## src/rtl/poll_arb_pkg.sv

```systemverilog
package poll_arb_pkg;
  typedef enum logic [1:0] {
    ARB_IDLE = 2'd0,
    ARB_POLL = 2'd1,
    ARB_HELD = 2'd2
  } arb_state_e;
endpackage

```

## src/rtl/poll_seq_table.sv

```systemverilog
module poll_seq_table #(
  parameter int unsigned SEQ_LEN = 8,
  parameter int unsigned ADDR_W  = 3,
  localparam int unsigned IDX_W  = (SEQ_LEN > 1) ? $clog2(SEQ_LEN) : 1
) (
  input  logic              clk_i,
  input  logic              rst_ni,
  input  logic              wr_en_i,
  input  logic [IDX_W-1:0]  wr_idx_i,
  input  logic [ADDR_W-1:0] wr_addr_i,
  input  logic [IDX_W-1:0]  rd_idx_i,
  output logic [ADDR_W-1:0] rd_addr_o
);
  logic [ADDR_W-1:0] entry_q [SEQ_LEN];

  for (genvar k = 0; k < SEQ_LEN; k++) begin : g_entry
    always_ff @(posedge clk_i or negedge rst_ni) begin
      if (!rst_ni)
        entry_q[k] <= ADDR_W'(k);
      else if (wr_en_i && (wr_idx_i == IDX_W'(k)))
        entry_q[k] <= wr_addr_i;
    end
  end

  assign rd_addr_o = entry_q[rd_idx_i];
endmodule

```

## src/rtl/poll_sequencer.sv

```systemverilog
module poll_sequencer #(
  parameter int unsigned SEQ_LEN = 8,
  localparam int unsigned IDX_W  = (SEQ_LEN > 1) ? $clog2(SEQ_LEN) : 1
) (
  input  logic             clk_i,
  input  logic             rst_ni,
  input  logic             step_i,
  output logic [IDX_W-1:0] ptr_o
);
  localparam logic [IDX_W-1:0] LastIdx = IDX_W'(SEQ_LEN - 1);

  logic [IDX_W-1:0] ptr_q, ptr_d;

  // advance on every live poll; a winner also moves past its own entry
  always_comb begin
    ptr_d = ptr_q;
    if (step_i) ptr_d = (ptr_q == LastIdx) ? '0 : ptr_q + 1'b1;
  end

  always_ff @(posedge clk_i or negedge rst_ni) begin
    if (!rst_ni) ptr_q <= '0;
    else         ptr_q <= ptr_d;
  end

  assign ptr_o = ptr_q;
endmodule

```

## src/rtl/poll_dev_port.sv

```systemverilog
module poll_dev_port #(
  parameter int unsigned ADDR_W = 3
) (
  input  logic              clk_i,
  input  logic              rst_ni,
  input  logic              req_i,
  input  logic              fault_i,
  input  logic [ADDR_W-1:0] addr_i,
  input  logic [ADDR_W-1:0] poll_addr_i,
  input  logic              poll_valid_i,
  input  logic              claim_i,
  output logic              match_o,
  output logic              busy_o
);
  logic busy_q;
  logic win;

  assign match_o = poll_valid_i && req_i && !fault_i && (addr_i == poll_addr_i);
  // claim_i resolves a misprogrammed duplicate address toward the lower port
  assign win     = match_o && !claim_i;

  always_ff @(posedge clk_i or negedge rst_ni) begin
    if (!rst_ni)     busy_q <= 1'b0;
    else if (busy_q) busy_q <= req_i && !fault_i;
    else             busy_q <= win;
  end

  assign busy_o = busy_q;
endmodule

```

## src/rtl/poll_arbiter.sv

```systemverilog
module poll_arbiter
  import poll_arb_pkg::*;
#(
  parameter int unsigned N_DEV   = 4,
  parameter int unsigned ADDR_W  = 3,
  parameter int unsigned SEQ_LEN = 8,
  localparam int unsigned IDX_W  = (SEQ_LEN > 1) ? $clog2(SEQ_LEN) : 1
) (
  input  logic                    clk_i,
  input  logic                    rst_ni,
  input  logic [N_DEV-1:0]        dev_req_i,
  input  logic [N_DEV-1:0]        dev_fault_i,
  input  logic [N_DEV*ADDR_W-1:0] dev_addr_i,
  input  logic                    seq_we_i,
  input  logic [IDX_W-1:0]        seq_idx_i,
  input  logic [ADDR_W-1:0]       seq_addr_i,
  output logic                    bus_req_o,
  output logic                    poll_valid_o,
  output logic [ADDR_W-1:0]       poll_o,
  output logic                    busy_o,
  output logic [N_DEV-1:0]        dev_busy_o
);
  arb_state_e        state;
  logic [IDX_W-1:0]  ptr;
  logic [ADDR_W-1:0] poll_addr;
  logic [N_DEV-1:0]  match;
  logic [N_DEV-1:0]  claim;
  logic [N_DEV-1:0]  dev_busy;
  logic              busy;
  logic              shared_req;

  assign shared_req = |dev_req_i;
  assign busy       = |dev_busy;

  always_comb begin
    if (busy)            state = ARB_HELD;
    else if (shared_req) state = ARB_POLL;
    else                 state = ARB_IDLE;
  end

  poll_seq_table #(
    .SEQ_LEN (SEQ_LEN),
    .ADDR_W  (ADDR_W)
  ) i_table (
    .clk_i     (clk_i),
    .rst_ni    (rst_ni),
    .wr_en_i   (seq_we_i && (state == ARB_IDLE)),
    .wr_idx_i  (seq_idx_i),
    .wr_addr_i (seq_addr_i),
    .rd_idx_i  (ptr),
    .rd_addr_o (poll_addr)
  );

  poll_sequencer #(
    .SEQ_LEN (SEQ_LEN)
  ) i_seq (
    .clk_i  (clk_i),
    .rst_ni (rst_ni),
    .step_i (state == ARB_POLL),
    .ptr_o  (ptr)
  );

  for (genvar d = 0; d < N_DEV; d++) begin : g_dev
    if (d == 0) begin : g_first
      assign claim[d] = 1'b0;
    end else begin : g_rest
      assign claim[d] = |match[d-1:0];
    end

    poll_dev_port #(
      .ADDR_W (ADDR_W)
    ) i_port (
      .clk_i        (clk_i),
      .rst_ni       (rst_ni),
      .req_i        (dev_req_i[d]),
      .fault_i      (dev_fault_i[d]),
      .addr_i       (dev_addr_i[d*ADDR_W +: ADDR_W]),
      .poll_addr_i  (poll_addr),
      .poll_valid_i (state == ARB_POLL),
      .claim_i      (claim[d]),
      .match_o      (match[d]),
      .busy_o       (dev_busy[d])
    );
  end

  assign bus_req_o    = shared_req;
  assign poll_valid_o = (state == ARB_POLL);
  assign poll_o       = poll_addr;
  assign busy_o       = busy;
  assign dev_busy_o   = dev_busy;
endmodule

```

## config.mk

```make
export PLATFORM = sky130hd
export DESIGN_NAME = poll_arbiter
export DESIGN_NICKNAME = d
export VERILOG_FILES = /design/src/rtl/poll_arb_pkg.sv /design/src/rtl/poll_seq_table.sv /design/src/rtl/poll_sequencer.sv /design/src/rtl/poll_dev_port.sv /design/src/rtl/poll_arbiter.sv
export SDC_FILE = /design/constraint.sdc
export NUM_CORES = 1
export LEC_CHECK = 0
export ABC_CLOCK_PERIOD_IN_PS = 3100
export BUFFER_PORTS_ARGS = -buffer_cell sky130_fd_sc_hd__buf_2
export CAP_MARGIN = 20
export CORE_AREA = 2 2 72 91
export DETAILED_ROUTE_END_ITERATION = 6
export DIE_AREA = 0 0 74 93
export MAX_ROUTING_LAYER = met4
export PLACE_DENSITY_LB_ADDON = 0.08
export SYNTH_ARGS = -nofsm -noshare
export SYNTH_HDL_FRONTEND = slang
export SYNTH_SLANG_ARGS = --single-unit
```

## constraint.sdc

```tcl
create_clock -name clk_i -period 3.1 [get_ports clk_i]
set_input_delay 0.465 -clock clk_i [delete_from_list [all_inputs] [get_ports clk_i]]
set_output_delay 0.465 -clock clk_i [all_outputs]
set_load 0.01 [all_outputs]
```

==> results of run 1 <==
cell families (layout without fill, tap and decap cells):
kind of cell,after synthesis,count (layout)
compound gates,13,13
xor+xnor,10,10
fa+ha+maj,2,2
buf+inv,13,53
flops,31,31
mux,36,36
simple gates,38,38
area by class of cell:
| class | count | area (um^2) |
|---|---|---|
| well taps | 85 | 106 |
| flip-flops and latches | 31 | 791 |
| multi-input cells | 99 | 887 |
| clock buffers | 7 | 76.3 |
| fillers | 624 | 3960 |
| clock inverters | 1 | 5.00 |
| repair buffers | 39 | 198 |
| inverters | 6 | 22.5 |
worst register-to-register path, delay by kind of cell, from the launching register on:
| kind | cells | cell delay (ns) |
|---|---|---|
| simple gates | 3 | 1.51 |
| flops | 1 | 0.40 |
| mux | 1 | 0.39 |
synth_stat cells (2+ instances only):
cell type,instances
mux2_2,28
dfrtp_1,19
dfstp_2,12
nor2_1,10
inv_1,6
xor2_1,6
nand2_1,5
buf_4,4
mux4_2,4
nand3b_1,4
o21ai_0,4
xnor2_1,4
nand2b_1,3
nor4_1,3
and3_1,2
buf_6,2
ha_1,2
mux2i_1,2
mux2i_4,2
nand4_1,2
nand4b_1,2
nor3_1,2
nor3b_1,2
through the flow:
stage	power, mW	hold WS [ns]
6_report	1.38	0.230
5_1_grt	1.48	0.285
4_1_cts	1.42	0.253
3_5_place_dp	1.10	0.493
3_3_place_gp	1.09	0.488
2_1_floorplan	0.958	0.169
state kept, by name, summed over array words and instances (netlist names):
signal and flops:
i_table.entry_q 24, g_dev.i_port.busy_o 4, i_seq.ptr_o 3
layer usage:
metal	global-route usage	up-vias	wire length (um)
li1	-	595	-
met1	0.156	608	1810
met2	0.254	42	2330
met3	0.0345	7	234
met4	0.0530	0	98
met5	-	-	0
power groups by stage:
stage | clock [mW] | sequential (mW) | combinational (mW)
after floorplan | 0 | 0.503 | 0.455
after global placement | 0 | 0.567 | 0.525
after detailed placement | 0 | 0.568 | 0.534
after CTS | 0.321 | 0.561 | 0.536
after global routing | 0.334 | 0.570 | 0.576
final | 0.304 | 0.558 | 0.523
path summary, 6_finish.rpt:
kind	end	start	slack, ns	cells after the start
worst max-delay path	poll_valid_o	g_dev[1].i_port.busy_o	0.57	4
worst min-delay path	g_dev[0].i_port.busy_o	rst_ni	0.23	1
worst max register to register	i_table.entry_q[9]	g_dev[1].i_port.busy_o	0.68	4
worst min register to register	i_table.entry_q[23]	i_table.entry_q[23]	0.51	1
max in group asynchronous	i_table.entry_q[17]	rst_ni	2.41	1
min in group clk_i	g_dev[2].i_port.busy_o	dev_req_i[2]	0.46	3
==> flow_summary_export.csv, run 1 <==
group,metric,value,unit
pwr,leakagePower,0.960,nW
logic_synthesis,synth-main-ff-cell,"dfrtp_1",
worst_setup_path,critical_path.max_fanout,5,
timing,fmax,0.395,GHz
cts,htreeDepth,2,
final_layout,drive_gt1_frac,0.497,
grt,grt_pass1_wl,7110,um
drt,viasPerCell,4.67,
final_layout,nets,213,
pwr,switchingPower,488,uW
logic_synthesis,synth_xor_area_frac,0.0498,
grt,antenna_found_initial,0,
logic_synthesis,netlist_instances,143,
worst_setup_path,cp-start-kind,"flop",
timing,maxSlewHeadroom,0.496,
grt,gr-total-overflow,0,
cts,cts_hold_buf,0,
drt,drt-initial-drc-count,24,
logic_synthesis,async_flop_share,1.00,
pwr,intPower,897,uW
cts,insertion_delay,0.28,ns
worst_setup_path,critical_path_class,"flop to output pin",
worst_setup_path,end_kind,"output pin",
final_layout,stdcell_count,268,
floorplanning,rows,32,
timing,finClkSkew,0.00389,ns
final_layout,final_util,0.345,
cts,cts_tree,"yes",
placement,dp_cells,260,
logic_synthesis,synth_top_area_frac,0.270,
worst_setup_path,cpPeakStageDelay,0.67,ns
floorplanning,dieArea,6880,um^2
logic_synthesis,seq_area_frac_synth,0.450,
pwr,clock_power_share,0.219,
logic_synthesis,synth_top_family_by_area,"multiplexers",
pwr,p_comb_frac,0.378,
worst_setup_path,critPathRequiredTime,2.63,ns
drt,wl_per_cell,16.7,um
flow_run,cap_violations,0,
placement,hpwl,3610,um
floorplanning,die_w,74,um
logic_synthesis,synth_edf_count,0,
pwr,switching_share,0.352,
hold_path,hp-class,"input port to asynchronous set/reset pin",
worst_setup_path,crit_slowest_cell,"nor4_1",
timing,min_period,2.53,ns
worst_setup_path,crit_family,"simple AND/OR/NAND/NOR gates",
pwr,seqPwrFrac,0.403,
drt,drtPass1Iterations,3,
pwr,power_density,664,nW/um^2
final_layout,final_common_cell,"buf_2",
logic_synthesis,netlist_area,1760,um^2
logic_synthesis,yosysTopAreaCell,"dfrtp_1",
timing,finalMaxSlewViolations,0,
timing,hold_violations,0,
worst_setup_path,critPathBufInv,2,
logic_synthesis,yosys_warnings,0,
placement,place_area,2000,um^2
logic_synthesis,avgSynthCellArea,12.3,um^2
floorplanning,die_h,93,um
grt,grt_pass1_vias,1392,
timing,setup_tns,0,ns
drt,ant_nets,0,
final_layout,area_growth_syn_to_layout,18.6,%
timing,setup_violations,0,
logic_synthesis,synthAdderAreaFrac,0.0142,
drt,wirelength,4470,um
worst_setup_path,cp_data_arrival_time,2.06,ns
logic_synthesis,synth_fp_nets,174,
pwr,ir_worst_vdd,0.189,mV
placement,dp_slack,0.503,ns
cts,post_cts_resized,0,
grt,grt_max_degree,32,
logic_synthesis,synth.distinct_cells,36,
floorplanning,core_area,6050,um^2
logic_synthesis,ys_seq_elements,31,
placement,gp_congestion,0.908,
drt,drc_errors,0,
logic_synthesis,synth-compound-area-share,0.0520,
floorplanning,ioPinCount,39,
grt,grtUsageTotal,0.145,
logic_synthesis,yosys.area_share.simple,0.121,
logic_synthesis,synthMuxAreaShare,0.268,
placement,portBuffers,38,
final_layout,diodes,0,
cts,clock_sinks,31,
timing,rsz0062_at_grt,"no",
timing,worst_slack,0.571,ns
run_status,status,"complete, no violations",
timing,fin_crit_sh,0.816,
final_layout,fin_area,2090,um^2
worst_setup_path,cp_cell_sequence,"nor4_1 > inv_1 > nor2_1 > buf_2",
final_layout,final_cell_mix,"buf_2, mux2_2, dfrtp_1, dfstp_2, nor2_1",
logic_synthesis,synth.area.top_cells,"dfrtp_1, dfstp_2, mux2_2",
timing,worst_pin_slew,0.749,ns
cts,cts-root-buf,"clkbuf_8",
drt,dr_total_vias,1252,
floorplanning,initial_core_util,0.291,
cts,cts_buffers,5,
cts,cts.path.max_buffers,2,
cts,clk_pin_slew_worst_paths,0.07,ns
cts,post-cts-setup-buffer-count,0,
(Power assumes the default switching activity.)
==> run 2, diff against run 1 <==
Settings changed: ABC_CLOCK_PERIOD_IN_PS 3100 to 2300.
Clock period 3.1 ns to 2.3 ns, I/O delays scaled along.
==> run 2 against run 1 <==
Net effect:
- clock power is 58% higher
- highest routed layer unchanged
- clock-buffer cell count stayed put
- sequential share of layout area is 1.2 points lower
- utilization is 1.1 points higher
- global-route usage is 0.65 points lower
- largest power group is now combinational logic
- sequential cell count stayed put
- via count is 2.2% higher
- design area is 3.3% higher
- clock skew is 0.0047 ns higher
- worst setup slack worse by 0.46 ns
==> flow_summary_export.csv, run 2 (synthesized netlist as in run 1, its figures left out) <==
group,metric,value,unit
run_status,status,"complete, no violations",
cts,cts_tree,"yes",
timing,min_period,2.19,ns
grt,grtUsageTotal,0.138,
timing,setup_tns,0,ns
drt,drtPass1Iterations,4,
grt,grt_pass1_vias,1376,
pwr,ir_worst_vdd,0.372,mV
pwr,p_comb_frac,0.389,
cts,clock_sinks,31,
drt,drc_errors,0,
cts,cts.path.max_buffers,2,
worst_setup_path,cp-start-kind,"flop",
worst_setup_path,end_kind,"output pin",
timing,finalMaxSlewViolations,0,
worst_setup_path,timing.rr.end,"g_dev[3].i_port.busy_o",
timing,setup_violations,0,
flow_run,cap_violations,0,
pwr,clock_power_share,0.243,
floorplanning,core_area,6050,um^2
floorplanning,rows,32,
drt,dr_total_vias,1280,
final_layout,nets,219,
grt,gr-total-overflow,0,
worst_setup_path,cp_data_arrival_time,1.85,ns
drt,wirelength,4300,um
final_layout,drive_gt1_frac,0.529,
floorplanning,ioPinCount,39,
cts,post-cts-setup-buffer-count,0,
pwr,switchingPower,669,uW
grt,grt_pass1_wl,6840,um
floorplanning,die_h,93,um
worst_setup_path,critPathRequiredTime,1.96,ns
grt,grt_max_degree,32,
timing,fin_crit_sh,0.953,
floorplanning,initial_core_util,0.291,
placement,hpwl,3370,um
final_layout,stdcell_count,274,
worst_setup_path,critical_path.startpoint,"i_seq.ptr_o[0]",
placement,dp_cells,266,
timing,hold_violations,0,
worst_setup_path,critical_path_class,"flop to output pin",
cts,cts-root-buf,"clkbuf_8",
hold_path,hp-class,"input port to asynchronous set/reset pin",
timing,maxSlewHeadroom,0.540,
final_layout,diodes,0,
cts,cts_buffers,5,
cts,clk_pin_slew_worst_paths,0.07,ns
floorplanning,die_w,74,um
pwr,intPower,1.30,mW
final_layout,final_common_cell,"buf_2",
final_layout,largest_reg_flops,24,
drt,wl_per_cell,15.7,um
placement,portBuffers,38,
pwr,switching_share,0.340,
drt,viasPerCell,4.67,
pwr,leakagePower,0.996,nW
cts,insertion_delay,0.28,ns
final_layout,final_cell_mix,"buf_2, mux2_2, dfrtp_1, dfstp_2, nor2_1",
final_layout,top_register,"i_table.entry_q",
placement,gp_congestion,0.837,
drt,drt-initial-drc-count,26,
timing,rsz0062_at_grt,"no",
worst_setup_path,critical_path.max_fanout,8,
final_layout,area_growth_syn_to_layout,22.6,%
timing,worst_hold_slack,0.0968,ns
timing,finClkSkew,0.00859,ns
pwr,power_density,915,nW/um^2
timing,fmax,0.456,GHz
drt,ant_nets,0,
worst_setup_path,critical_path.endpoint,"poll_o[2]",
worst_setup_path,reg2reg_depth,7,
cts,cts_hold_buf,0,
floorplanning,dieArea,6880,um^2
grt,antenna_found_initial,0,
final_layout,num-fill-cells,632,
pwr,seqPwrFrac,0.368,
cts,htreeDepth,2,
worst_setup_path,r2r_start,"i_seq.ptr_o[0]",
worst_setup_path,rrSetupSlack,0.16,ns
pwr,power,1.97,mW
timing,worst_pin_slew,0.690,ns
final_layout,final_util,0.356,
[run 2: cell count changes in the layout (fill, tap and decap cells not counted), sizes merged]
cell / before / now
clkinv: 1 / 0
clkinvlp: 0 / 1
buf: 39 / 45
[run 2: worst max-delay path, cell delays in order, from the launching register on]
cell and delay, ns:
dfrtp_2 0.44, buf_4 0.20, mux2_2 0.36, o22a_1 0.23
nand2_1 0.15, inv_1 0.05, buf_2 0.13
[run 2: what timing repair did]
item	CTS	global route
endpoints found under the setup margin	0	4
gates resized for setup	0	1
endpoints found under the hold margin	0	0
[run 2: cell type report]
| class | instances | area [um^2] | area share |
|---|---|---|---|
| multi-input cells | 99 | 887 | 0.412 |
| flip-flops and latches | 31 | 792 | 0.368 |
| repair buffers | 45 | 243 | 0.113 |
| well taps | 85 | 106 | 0.0494 |
| clock buffers | 7 | 96.3 | 0.0447 |
| inverters | 6 | 22.5 | 0.0105 |
| clock inverters | 1 | 7.51 | 0.00348 |
[run 2: worst min-delay path by stage]
stage / cells after the start / slack, ns / startpoint / to
after floorplan: 0 / 0.05 / rst_ni / g_dev[0].i_port.busy_o
after global placement: 1 / 0.44 / rst_ni / g_dev[0].i_port.busy_o
after detailed placement: 1 / 0.43 / rst_ni / g_dev[0].i_port.busy_o
after CTS: 1 / 0.12 / rst_ni / g_dev[0].i_port.busy_o
after global routing: 1 / 0.16 / rst_ni / g_dev[0].i_port.busy_o
final: 1 / 0.1 / rst_ni / g_dev[0].i_port.busy_o
[run 2: routing by layer]
| layer | up-vias | global-route usage | routed length [um] |
|---|---|---|---|
| met1 | 625 | 0.153 | 1870 |
| met3 | 4 | 0.0269 | 260 |
| li1 | 606 | - | - |
| met2 | 45 | 0.247 | 2130 |
| met4 | 0 | 0.0409 | 46 |
| met5 | - | - | 0 |
[run 2: power groups by stage]
stage	logic (mW)	registers (mW)	clock network (mW)
2_1_floorplan	0.613	0.678	0
4_1_cts	0.790	0.726	0.493
6_report	0.767	0.725	0.479
3_3_place_gp	0.781	0.734	0
3_5_place_dp	0.784	0.735	0
5_1_grt	0.850	0.740	0.521
[run 2: stage by stage]
stage | area [um^2] | worst slack, ns
2_1_floorplan | 1760 | 0.272
3_3_place_gp | 2050 | 0.0772
3_5_place_dp | 2050 | 0.108
4_1_cts | 2150 | 0.0137
5_1_grt | 2150 | 0.0250
6_report | 2150 | 0.109
